`src/rtl/spi_chain_pkg.sv`:
```
package spi_chain_pkg;

    typedef enum logic [2:0] {
        ST_IDLE,
        ST_LOAD,
        ST_LEAD,
        ST_SHIFT,
        ST_TRAIL
    } fsm_e;

endpackage

```
`src/rtl/spi_halfper_timer.sv`:
```
module spi_halfper_timer #(
    parameter int DIV_W = 3
) (
    input  logic             clk,
    input  logic             rst_n,
    input  logic             restart,
    input  logic [DIV_W-1:0] div_sel,
    output logic             tick
);
    localparam int CNT_W = (1 << DIV_W) - 1;

    logic [CNT_W-1:0] cnt_d, cnt_q;
    logic [CNT_W:0]   span;
    logic [CNT_W-1:0] limit;

    always_comb begin
        span  = (CNT_W + 1)'(1) << div_sel;
        limit = CNT_W'(span - (CNT_W + 1)'(1));
        tick  = !restart && (cnt_q == limit);
        if (restart || cnt_q == limit) begin
            cnt_d = '0;
        end else begin
            cnt_d = cnt_q + CNT_W'(1);
        end
    end

    always_ff @(posedge clk or negedge rst_n) begin
        if (!rst_n) begin
            cnt_q <= '0;
        end else begin
            cnt_q <= cnt_d;
        end
    end

    // with a half period above one clock, ticks are never back to back
    p_half_period_r6: assert property (@(posedge clk) disable iff (!rst_n)
        (tick && div_sel != '0) |=> (!tick || div_sel != $past(div_sel)));

endmodule

```
`src/rtl/spi_word_shifter.sv`:
```
module spi_word_shifter #(
    parameter int LONG_W  = 16,
    parameter int SHORT_W = 8
) (
    input  logic              clk,
    input  logic              rst_n,
    input  logic              load,
    input  logic              word16,
    input  logic              cpha,
    input  logic [LONG_W-1:0] tx_word,
    input  logic              edge_ev,
    input  logic              leading,
    input  logic              last_edge,
    input  logic              miso,
    output logic              mosi,
    output logic [LONG_W-1:0] rx_word,
    output logic              rx_valid
);
    localparam int PAD_W = LONG_W - SHORT_W;

    typedef struct packed {
        logic [LONG_W-1:0] tx_sh;
        logic [LONG_W-1:0] rx_sh;
        logic              mosi;
        logic              done;
    } shf_t;

    shf_t d, q;
    logic [LONG_W-1:0] aligned;
    logic              sample_now;
    logic              shift_now;

    always_comb begin
        d          = q;
        d.done     = 1'b0;
        aligned    = word16 ? tx_word : {tx_word[SHORT_W-1:0], {PAD_W{1'b0}}};
        sample_now = cpha ? !leading : leading;
        shift_now  = cpha ? leading : (!leading && !last_edge);
        if (load) begin
            d.rx_sh = '0;
            if (!cpha) begin
                d.mosi  = aligned[LONG_W-1];
                d.tx_sh = aligned << 1;
            end else begin
                d.mosi  = 1'b0;
                d.tx_sh = aligned;
            end
        end else if (edge_ev) begin
            if (sample_now) begin
                d.rx_sh = {q.rx_sh[LONG_W-2:0], miso};
            end
            if (shift_now) begin
                d.mosi  = q.tx_sh[LONG_W-1];
                d.tx_sh = q.tx_sh << 1;
            end
            d.done = last_edge;
        end
    end

    always_ff @(posedge clk or negedge rst_n) begin
        if (!rst_n) begin
            q <= '0;
        end else begin
            q <= d;
        end
    end

    assign mosi     = q.mosi;
    assign rx_valid = q.done;
    assign rx_word  = word16 ? q.rx_sh : {{PAD_W{1'b0}}, q.rx_sh[SHORT_W-1:0]};

endmodule

```
`src/rtl/spi_chain_master.sv`:
```
module spi_chain_master
    import spi_chain_pkg::*;
#(
    parameter int SEL_N   = 4,
    parameter int LEN_W   = 3,
    parameter int DIV_W   = 3,
    parameter int LONG_W  = 16,
    parameter int SHORT_W = 8,
    localparam int SEL_W  = (SEL_N > 1) ? $clog2(SEL_N) : 1
) (
    input  logic              clk,
    input  logic              rst_n,
    input  logic              start,
    input  logic              cpol,
    input  logic              cpha,
    input  logic              word16,
    input  logic [DIV_W-1:0]  div_sel,
    input  logic [SEL_W-1:0]  target,
    input  logic [LEN_W-1:0]  burst_len,
    input  logic [LONG_W-1:0] tx_data,
    output logic              sclk,
    output logic              mosi,
    input  logic              miso,
    output logic [SEL_N-1:0]  ss_n,
    output logic              busy,
    output logic              rx_valid,
    output logic [LONG_W-1:0] rx_data
);
    localparam int EDGE_W = $clog2(2 * LONG_W);
    localparam logic [EDGE_W-1:0] LAST_LONG  = EDGE_W'(2 * LONG_W - 1);
    localparam logic [EDGE_W-1:0] LAST_SHORT = EDGE_W'(2 * SHORT_W - 1);

    typedef struct packed {
        fsm_e              st;
        logic              cpol;
        logic              cpha;
        logic              w16;
        logic [DIV_W-1:0]  div;
        logic [SEL_W-1:0]  target;
        logic [LEN_W-1:0]  left;
        logic [EDGE_W-1:0] ecnt;
        logic              sclk;
    } ctl_t;

    ctl_t d, q;

    logic              tick;
    logic              restart;
    logic              edge_ev;
    logic              leading;
    logic              last_edge;
    logic              load;
    logic [EDGE_W-1:0] edge_idx;

    assign restart  = (q.st == ST_IDLE) || (q.st == ST_LOAD);
    assign edge_idx = (q.st == ST_LEAD) ? '0 : q.ecnt;
    assign edge_ev  = tick && ((q.st == ST_LEAD) || (q.st == ST_SHIFT));
    assign leading  = !edge_idx[0];
    assign last_edge = (edge_idx == (q.w16 ? LAST_LONG : LAST_SHORT));
    assign load     = (q.st == ST_LOAD);

    spi_halfper_timer #(.DIV_W(DIV_W)) u_timer (
        .clk     (clk),
        .rst_n   (rst_n),
        .restart (restart),
        .div_sel (q.div),
        .tick    (tick)
    );

    spi_word_shifter #(.LONG_W(LONG_W), .SHORT_W(SHORT_W)) u_shift (
        .clk       (clk),
        .rst_n     (rst_n),
        .load      (load),
        .word16    (q.w16),
        .cpha      (q.cpha),
        .tx_word   (tx_data),
        .edge_ev   (edge_ev),
        .leading   (leading),
        .last_edge (last_edge),
        .miso      (miso),
        .mosi      (mosi),
        .rx_word   (rx_data),
        .rx_valid  (rx_valid)
    );

    always_comb begin
        d = q;
        unique case (q.st)
            ST_IDLE: begin
                d.sclk = cpol;
                if (start) begin
                    d.st     = ST_LOAD;
                    d.cpol   = cpol;
                    d.cpha   = cpha;
                    d.w16    = word16;
                    d.div    = div_sel;
                    d.target = target;
                    d.left   = burst_len;
                    d.ecnt   = '0;
                end
            end
            ST_LOAD: begin
                d.st   = ST_LEAD;
                d.ecnt = '0;
            end
            ST_LEAD: begin
                if (tick) begin
                    d.sclk = !q.sclk;
                    d.ecnt = EDGE_W'(1);
                    d.st   = ST_SHIFT;
                end
            end
            ST_SHIFT: begin
                if (tick) begin
                    d.sclk = !q.sclk;
                    d.ecnt = q.ecnt + EDGE_W'(1);
                    if (last_edge) begin
                        d.st = ST_TRAIL;
                    end
                end
            end
            ST_TRAIL: begin
                if (tick) begin
                    if (q.left == '0) begin
                        d.st = ST_IDLE;
                    end else begin
                        d.left = q.left - LEN_W'(1);
                        d.st   = ST_LOAD;
                    end
                end
            end
            default: d.st = ST_IDLE;
        endcase
    end

    always_ff @(posedge clk or negedge rst_n) begin
        if (!rst_n) begin
            q <= '{st: ST_IDLE, default: '0};
        end else begin
            q <= d;
        end
    end

    assign busy = (q.st != ST_IDLE);
    assign sclk = busy ? q.sclk : cpol;

    for (genvar gi = 0; gi < SEL_N; gi++) begin : g_sel
        assign ss_n[gi] = !(busy && (q.target == SEL_W'(gi)));
    end

    // never more than one slave selected
    p_one_select_r2: assert property (@(posedge clk) disable iff (!rst_n)
        $onehot0(~ss_n));

    // an accepted start makes the block busy on the next cycle
    p_start_busy_r8: assert property (@(posedge clk) disable iff (!rst_n)
        (start && !busy) |=> busy);

    // the receive strobe lasts one cycle
    p_rx_pulse_r8: assert property (@(posedge clk) disable iff (!rst_n)
        rx_valid |=> !rx_valid);

    // the clock rests at its idle level when the select is released
    p_idle_release_r3: assert property (@(posedge clk) disable iff (!rst_n)
        $rose(&ss_n) |-> ($past(sclk) == $past(q.cpol)));

endmodule

```
`config.mk`:
```
export PLATFORM = sky130hd
export DESIGN_NAME = spi_chain_master
export DESIGN_NICKNAME = d
export VERILOG_FILES = /design/src/rtl/spi_chain_pkg.sv /design/src/rtl/spi_halfper_timer.sv /design/src/rtl/spi_word_shifter.sv /design/src/rtl/spi_chain_master.sv
export SDC_FILE = /design/constraint.sdc
export NUM_CORES = 1
export LEC_CHECK = 0
export BUFFER_PORTS_ARGS = -buffer_cell sky130_fd_sc_hd__buf_2
export CAP_MARGIN = 20
export CORE_ASPECT_RATIO = 0.7
export CORE_UTILIZATION = 25
export CTS_BUF_LIST = sky130_fd_sc_hd__clkbuf_2
export DETAILED_ROUTE_END_ITERATION = 8
export PLACE_DENSITY = 0.43
export SKIP_CTS_REPAIR_TIMING = 1
export SYNTH_ARGS = -nofsm -noshare
export SYNTH_HDL_FRONTEND = slang
export SYNTH_SLANG_ARGS = --single-unit
```
`constraint.sdc`:
```
create_clock -name clk -period 3.2 [get_ports clk]
set_input_delay 0.16 -clock clk [delete_from_list [all_inputs] [get_ports clk]]
set_output_delay 0.16 -clock clk [all_outputs]
set_load 0.02 [all_outputs]
```
==> results of run 1 <==
-- worst paths after layout --
| kind | to | slack [ps] | cells after the start |
|---|---|---|---|
| worst min-delay path | q[8]$_DFFE_PN0P_ | 20 | 5 |
| max in group asynchronous | u_shift.q[2]$_DFFE_PN0P_ | 2020 | 3 |
| worst max-delay path | q[12]$_DFFE_PN0P_ | 810 | 6 |
| worst max register to register | q[12]$_DFFE_PN0P_ | 810 | 6 |
| min in group asynchronous | q[9]$_DFFE_PN0P_ | 290 | 2 |
| worst min register to register | u_shift.q[25]$_DFFE_PN0P_ | 510 | 1 |
-- sequential cells by signal, summed over array words and instances, names as in the netlist --
signal / flops
q: 19
u_timer.cnt_q: 7
u_shift.rx_valid: 1
u_shift.mosi: 1
u_shift.q: 32
-- synth_stat cells, types with 2 or more instances --
library cell	count
dfrtp_1	60
nand2_1	48
mux2i_1	32
inv_1	20
nand3_1	18
nor2_1	17
a31oi_1	15
nor3_1	15
clkbuf_1	12
nand4_1	12
buf_2	11
buf_4	11
a21oi_1	10
a211o_1	9
and2_1	9
mux2_2	9
nand2b_1	8
and3_1	7
o211ai_1	7
o31ai_1	7
nor3b_1	5
o21ai_0	5
or3_1	5
xor2_1	5
ha_1	4
buf_6	3
xnor2_1	3
a41oi_1	2
and3b_1	2
nor2b_1	2
o21bai_1	2
o22ai_1	2
o311ai_0	2
or4_1	2
-- power by group --
group	total, mW	switching, mW	internal (mW)
Clock	0.474	0.291	0.183
Sequential	1.22	0.231	0.986
Combinational	1.26	0.740	0.522
Total	2.95	1.26	1.69
-- layer usage --
layer	GRT usage [%]	wire length (µm)
met4	3.76	93
met1	19.0	5000
met5	0	0
met3	3.68	329
met2	18.5	4160
-- final cells by class --
type,instances,area share (%)
Clock buffer,11,1.27
Clock inverter,5,1.21
Inverter,20,1.73
Multi-Input combinational cell,284,44.4
Sequential cell,60,34.6
Tap cell,190,5.48
Timing Repair Buffer,79,11.3
-- tightest hold or removal path, delay by kind of cell --
kind	cells	cell delay (ps)
AO/OA/AOI/OAI	1	50
buffers and inverters	1	70
AND/OR/NAND/NOR	3	220
-- logic make-up after synthesis --
family	Yosys count	share of synthesized area [%]
adder cells (fa/ha/maj)	4	1.35
buffers and inverters	58	7.94
AO/OA/AOI/OAI	73	14.7
AND/OR/NAND/NOR	158	22.5
flip-flops	60	40.3
multiplexers	41	11.3
XOR/XNOR	8	1.88
-- per-stage QoR --
stage	total power, mW	instances
2_1_floorplan	2.18	402
3_3_place_gp	2.47	621
3_5_place_dp	2.49	622
4_1_cts	2.98	638
5_1_grt	3.20	649
6_report	2.95	649
-- cell usage in the layout, fill, tap and decap left out, drive strengths merged, types with 3 or more instances in the layout --
cell / netlist / layout
buf: 26 / 68
dfrtp: 60 / 60
nand2: 48 / 48
mux2i: 32 / 32
inv: 20 / 20
nand3: 18 / 18
nor2: 18 / 18
nor3: 16 / 16
a31oi: 15 / 15
nand4: 13 / 13
clkbuf: 12 / 11
dlygate4sd3: 0 / 11
a21oi: 11 / 11
and2: 9 / 9
mux2: 9 / 9
a211o: 9 / 9
nand2b: 8 / 8
o31ai: 8 / 8
and3: 7 / 7
o211ai: 7 / 7
o21ai: 6 / 6
or3: 5 / 5
xor2: 5 / 5
nor3b: 5 / 5
ha: 4 / 4
xnor2: 3 / 3
clkinv: 0 / 3
==> flow_summary_export.csv, run 1 <==
group,metric,value,unit
min_path,hp-start,"burst_len[2]",
route,via_count,3039,
logic_synthesis,ys_ff_latch,60,
sta,rsz0062_at_grt,"false",
setup_path,crit_family,"simple AND/OR/NAND/NOR gates",
sta,skew,27.3,ps
place,portBuffers,54,
route,drt_iter0_markers,227,
floorplanning,chipHeight,104,µm
grt,antenna_found_initial,0,
min_path,worstHoldPathType,"input port to flop",
grt,first_global_vias,2966,
sta,drv_slew,0,
setup_path,path_buf_inv,1,
layout,nNetsFinal,489,
setup_path,cp-end-kind,"flop",
route,via_per_inst,4.68,
layout,syn2layout_area_growth,16.5,%
logic_synthesis,synth_largest_area_cell,"dfrtp_1",
logic_synthesis,synth_top_area_share,40.3,%
logic_synthesis,syn_nets,437,
setup_path,cp_cell_sequence,"inv_1, ha_1, nor2b_1, a2111o_1, nor2_2, mux2_2",
route,wl,9.58,mm
setup_path,worstSetupPathType,"flop to flop",
logic_synthesis,yosysSeqAreaShare,40.3,%
sta,whs,22.8,ps
layout,antenna_cells,0,
layout,final_util,30.5,%
floorplanning,rows,36,
layout,nFillCells,1546,
grt,grt_start_max_net_pins,44,
grt,grt_remaining_overflow,0,
logic_synthesis,yosysWarnings,0,
clocking,cts_max_level,3,
clocking,clk_latency,500,ps
logic_synthesis,ys.flop_type,"dfrtp_1",
sta,post-route-min-period,2390,ps
floorplanning,dieArea,15400,µm²
place,place_area,4120,µm²
floorplanning,io_pins,55,
status,run_status,"complete, no violations",
setup_path,required,3580,ps
power_and_ir_drop,ir_worst_vdd,0.220,mV
setup_path,reg2reg_from,"q[6]$_DFFE_PN0P_",
logic_synthesis,synth.distinct_cells,55,
setup_path,cpPeakStageDelay,540,ps
grt,grt_pass1_wl,15.8,mm
sta,finalSetupViolCount,0,
setup_path,crit_start,"q[6]$_DFFE_PN0P_",
setup_path,cp_slowest_cell,"a2111o_1",
setup_path,arrival,2770,ps
power_and_ir_drop,power_leakage,2.01,nW
setup_path,start_kind,"flop",
job,drv_cap,0,
floorplanning,die_w,148,µm
layout,seq_area,1500,µm²
logic_synthesis,syn_inst,402,
sta,worst_slack,815,ps
place,place_hpwl,6.77,mm
layout,multi_input_area,1920,µm²
sta,final.period_utilization,74.5,%
place,pre_cts_ws,796,ps
place,place_congestion,0.746,
logic_synthesis,synth_area,3720,µm²
setup_path,cp_max_fo,8,
layout,fin_area,4340,µm²
logic_synthesis,synth_edf_count,0,
logic_synthesis,ys_top_cells_by_area,"dfrtp_1 40%, mux2i_1 8.6%, nand2_1 4.8%, mux2_2 2.7%, a31oi_1 2.5%",
sta,hold_viol_final,0,
floorplanning,start_util,26.1,%
clocking,ctsLongestPathBuffers,2,
grt,track_usage,13.1,%
route,drc,0,
sta,max_freq,419,MHz
sta,tns,0,ps
clocking,cts_tree,"yes",
clocking,cts_sinks,60,
clocking,clk_pin_slew,180,ps
clocking,cts_made_buffers,9,
route,wl_per_cell,14.8,µm
floorplanning,core,14200,µm²
layout,drive_above_1_share,22.9,%
clocking,clock-root-buffer,"clkbuf_2",
logic_synthesis,syn_area_per_cell,9.26,µm²
route,dr.pass1.iters,4,
sta,tightest_slew,843,ps
logic_synthesis,synth-async-reset-ratio,100,%
power_and_ir_drop,power.density,681,nW/µm²
route,drtAntennaViolNets,0,
sta,max_slew_margin,43.8,%
Power figures use the tool's default switching activity.
==> run 2, diff against run 1 <==
- PLACE_DENSITY: 0.43 -> 0.45
- clock period: 3.2 -> 2.18 ns (I/O delays scaled with it)
==> run 2 against run 1 <==
Compared with the run above: die area unchanged; total power increased by 58%; clock power up 64%; worst setup slack lost 700 ps; largest power group unchanged; critical path depth did not move; utilization grew 2.1 points; final area grew 6.9%; sequential share of layout area shrank 2.1 points.
==> flow_summary_export.csv, run 2 (synthesis results as in run 1) <==
group,metric,value,unit
status,run_status,"complete, no violations",
place,portBuffers,54,
min_path,worstHoldPathType,"input port to flop",
sta,drv_slew,0,
min_path,whs_path_depth,4,
setup_path,cp-end-kind,"flop",
layout,regMostFlops,"u_shift.q",
layout,fin_area,4630,µm²
floorplanning,core,14200,µm²
clocking,cts_sinks,60,
floorplanning,chipHeight,104,µm
route,dr.pass1.iters,4,
place,place_hpwl,7.22,mm
setup_path,path_buf_inv,1,
setup_path,required,2600,ps
power_and_ir_drop,swShare,42.5,%
route,wl_per_cell,14.7,µm
clocking,ctsLongestPathBuffers,2,
power_and_ir_drop,switchingPower,1.99,mW
setup_path,crit_family,"compound AO/OA/AOI/OAI gates",
power_and_ir_drop,ir_worst_vdd,0.511,mV
sta,tns,0,ps
grt,first_global_vias,3248,
setup_path,start_kind,"flop",
power_and_ir_drop,p_comb_share,46.0,%
layout,drive_above_1_share,27.6,%
layout,largest_reg_flops,32,
route,drt_iter0_markers,208,
sta,tightest_slew,786,ps
place,dpl.cell_count,643,
layout,stdcell_count,677,
setup_path,worstSetupPathType,"flop to flop",
layout,final_common_cell,"dfrtp_1",
power_and_ir_drop,power_leakage,2.15,nW
sta,post-route-min-period,2060,ps
layout,nFillCells,1513,
sta,hold_viol_final,0,
sta,skew,23.2,ps
grt,track_usage,13.5,%
sta,max_slew_margin,47.6,%
setup_path,cp_slowest_cell,"dfrtp_2",
place,place_congestion,0.752,
clocking,clk_pin_slew,200,ps
clocking,cts_made_buffers,9,
sta,max_freq,485,MHz
clocking,cts_max_level,3,
setup_path,cp_max_fo,10,
route,via_count,3253,
layout,syn2layout_area_growth,24.5,%
setup_path,cp_num_cells,6,
layout,top_regs,"u_shift.q x32, q x19, u_timer.cnt_q x7",
clocking,clock-root-buffer,"clkbuf_2",
route,wl,9.97,mm
grt,antenna_found_initial,1,
route,drtAntennaViolNets,0,
route,drc,0,
layout,nNetsFinal,516,
floorplanning,io_pins,55,
floorplanning,start_util,26.1,%
layout,final_cell_mix,"57 x dfrtp_1, 53 x buf_2, 48 x nand2_1",
floorplanning,rows,36,
grt,grt_start_max_net_pins,32,
power_and_ir_drop,internal_power,2.69,mW
power_and_ir_drop,clkPwrFrac,16.6,%
setup_path,rr_worst_depth,6,
sta,rsz0062_at_grt,"true",
power_and_ir_drop,power.density,1010,nW/µm²
floorplanning,die_w,148,µm
power_and_ir_drop,power_frac_seq,37.4,%
place,place_area,4280,µm²
setup_path,cpPeakStageDelay,510,ps
clocking,cts_tree,"yes",
setup_path,cp_cell_sequence,"and3b_1, nor3_1, o32a_2, buf_4, a31oi_1, a211o_1",
setup_path,arrival,2480,ps
job,drv_cap,0,
grt,grt_pass1_wl,16.5,mm
sta,finalSetupViolCount,0,
route,via_per_inst,4.81,
floorplanning,dieArea,15400,µm²
power_and_ir_drop,total_power,4.68,mW
clocking,clk_latency,510,ps
grt,grt_remaining_overflow,0,
sta,final.period_utilization,94.6,%
-- run 2: power by group through the flow --
stage	registers [mW]	logic [mW]	clock network (mW)
2_1_floorplan	1.69	1.50	0
3_3_place_gp	1.75	2.03	0
3_5_place_dp	1.76	2.07	0
4_1_cts	1.74	2.07	0.822
5_1_grt	1.80	2.37	0.871
6_report	1.75	2.15	0.777
-- run 2: final cells by class --
type,count,area (µm²),share of cell area (%)
clock buffer,9,45.0,0.972
inverter,20,75.1,1.62
multi-input combinational,284,1950,42.0
antenna,1,2.50,0.0540
timing repair buffer,106,738,15.9
clock inverter,7,81.3,1.76
sequential,60,1510,32.5
tap,190,238,5.13
-- run 2: path summary, 6_finish.rpt --
check,slack (ps),startpoint,to
worst max-delay path,120,q[12]$_DFFE_PN0P_,u_shift.q[25]$_DFFE_PN0P_
worst min-delay path,20,tx_data[5],u_shift.q[24]$_DFFE_PN0P_
worst max register to register,120,q[12]$_DFFE_PN0P_,u_shift.q[25]$_DFFE_PN0P_
worst min register to register,510,u_shift.q[18]$_DFFE_PN0P_,u_shift.q[19]$_DFFE_PN0P_
max in group asynchronous,1340,rst_n,u_shift.q[27]$_DFFE_PN0P_
min in group asynchronous,200,rst_n,q[17]$_DFFE_PN0P_
-- run 2: routing by layer --
layer	track usage, %	part of all wire, %	vias up
li1	-	-	1594
met1	19.1	52	1588
met2	19.9	44	69
met3	3.99	4.5	2
met4	3.61	0.40	0
met5	0	0	-
-- run 2: per-stage QoR --
stage	utilization, %	setup slack (ps)	hold slack [ps]
2_1_floorplan	-	143	-187
3_3_place_gp	30.1	20.9	240
4_1_cts	31.0	-72.1	-406
3_5_place_dp	30.1	-48.9	244
6_report	32.6	118	16.2
5_1_grt	32.6	-3.04	-15.3
-- run 2: worst min-delay path, cell delays in order --
cell and delay [ps]:
buf_2 90, mux2i_1 80, nor2_1 110, a211o_1 100
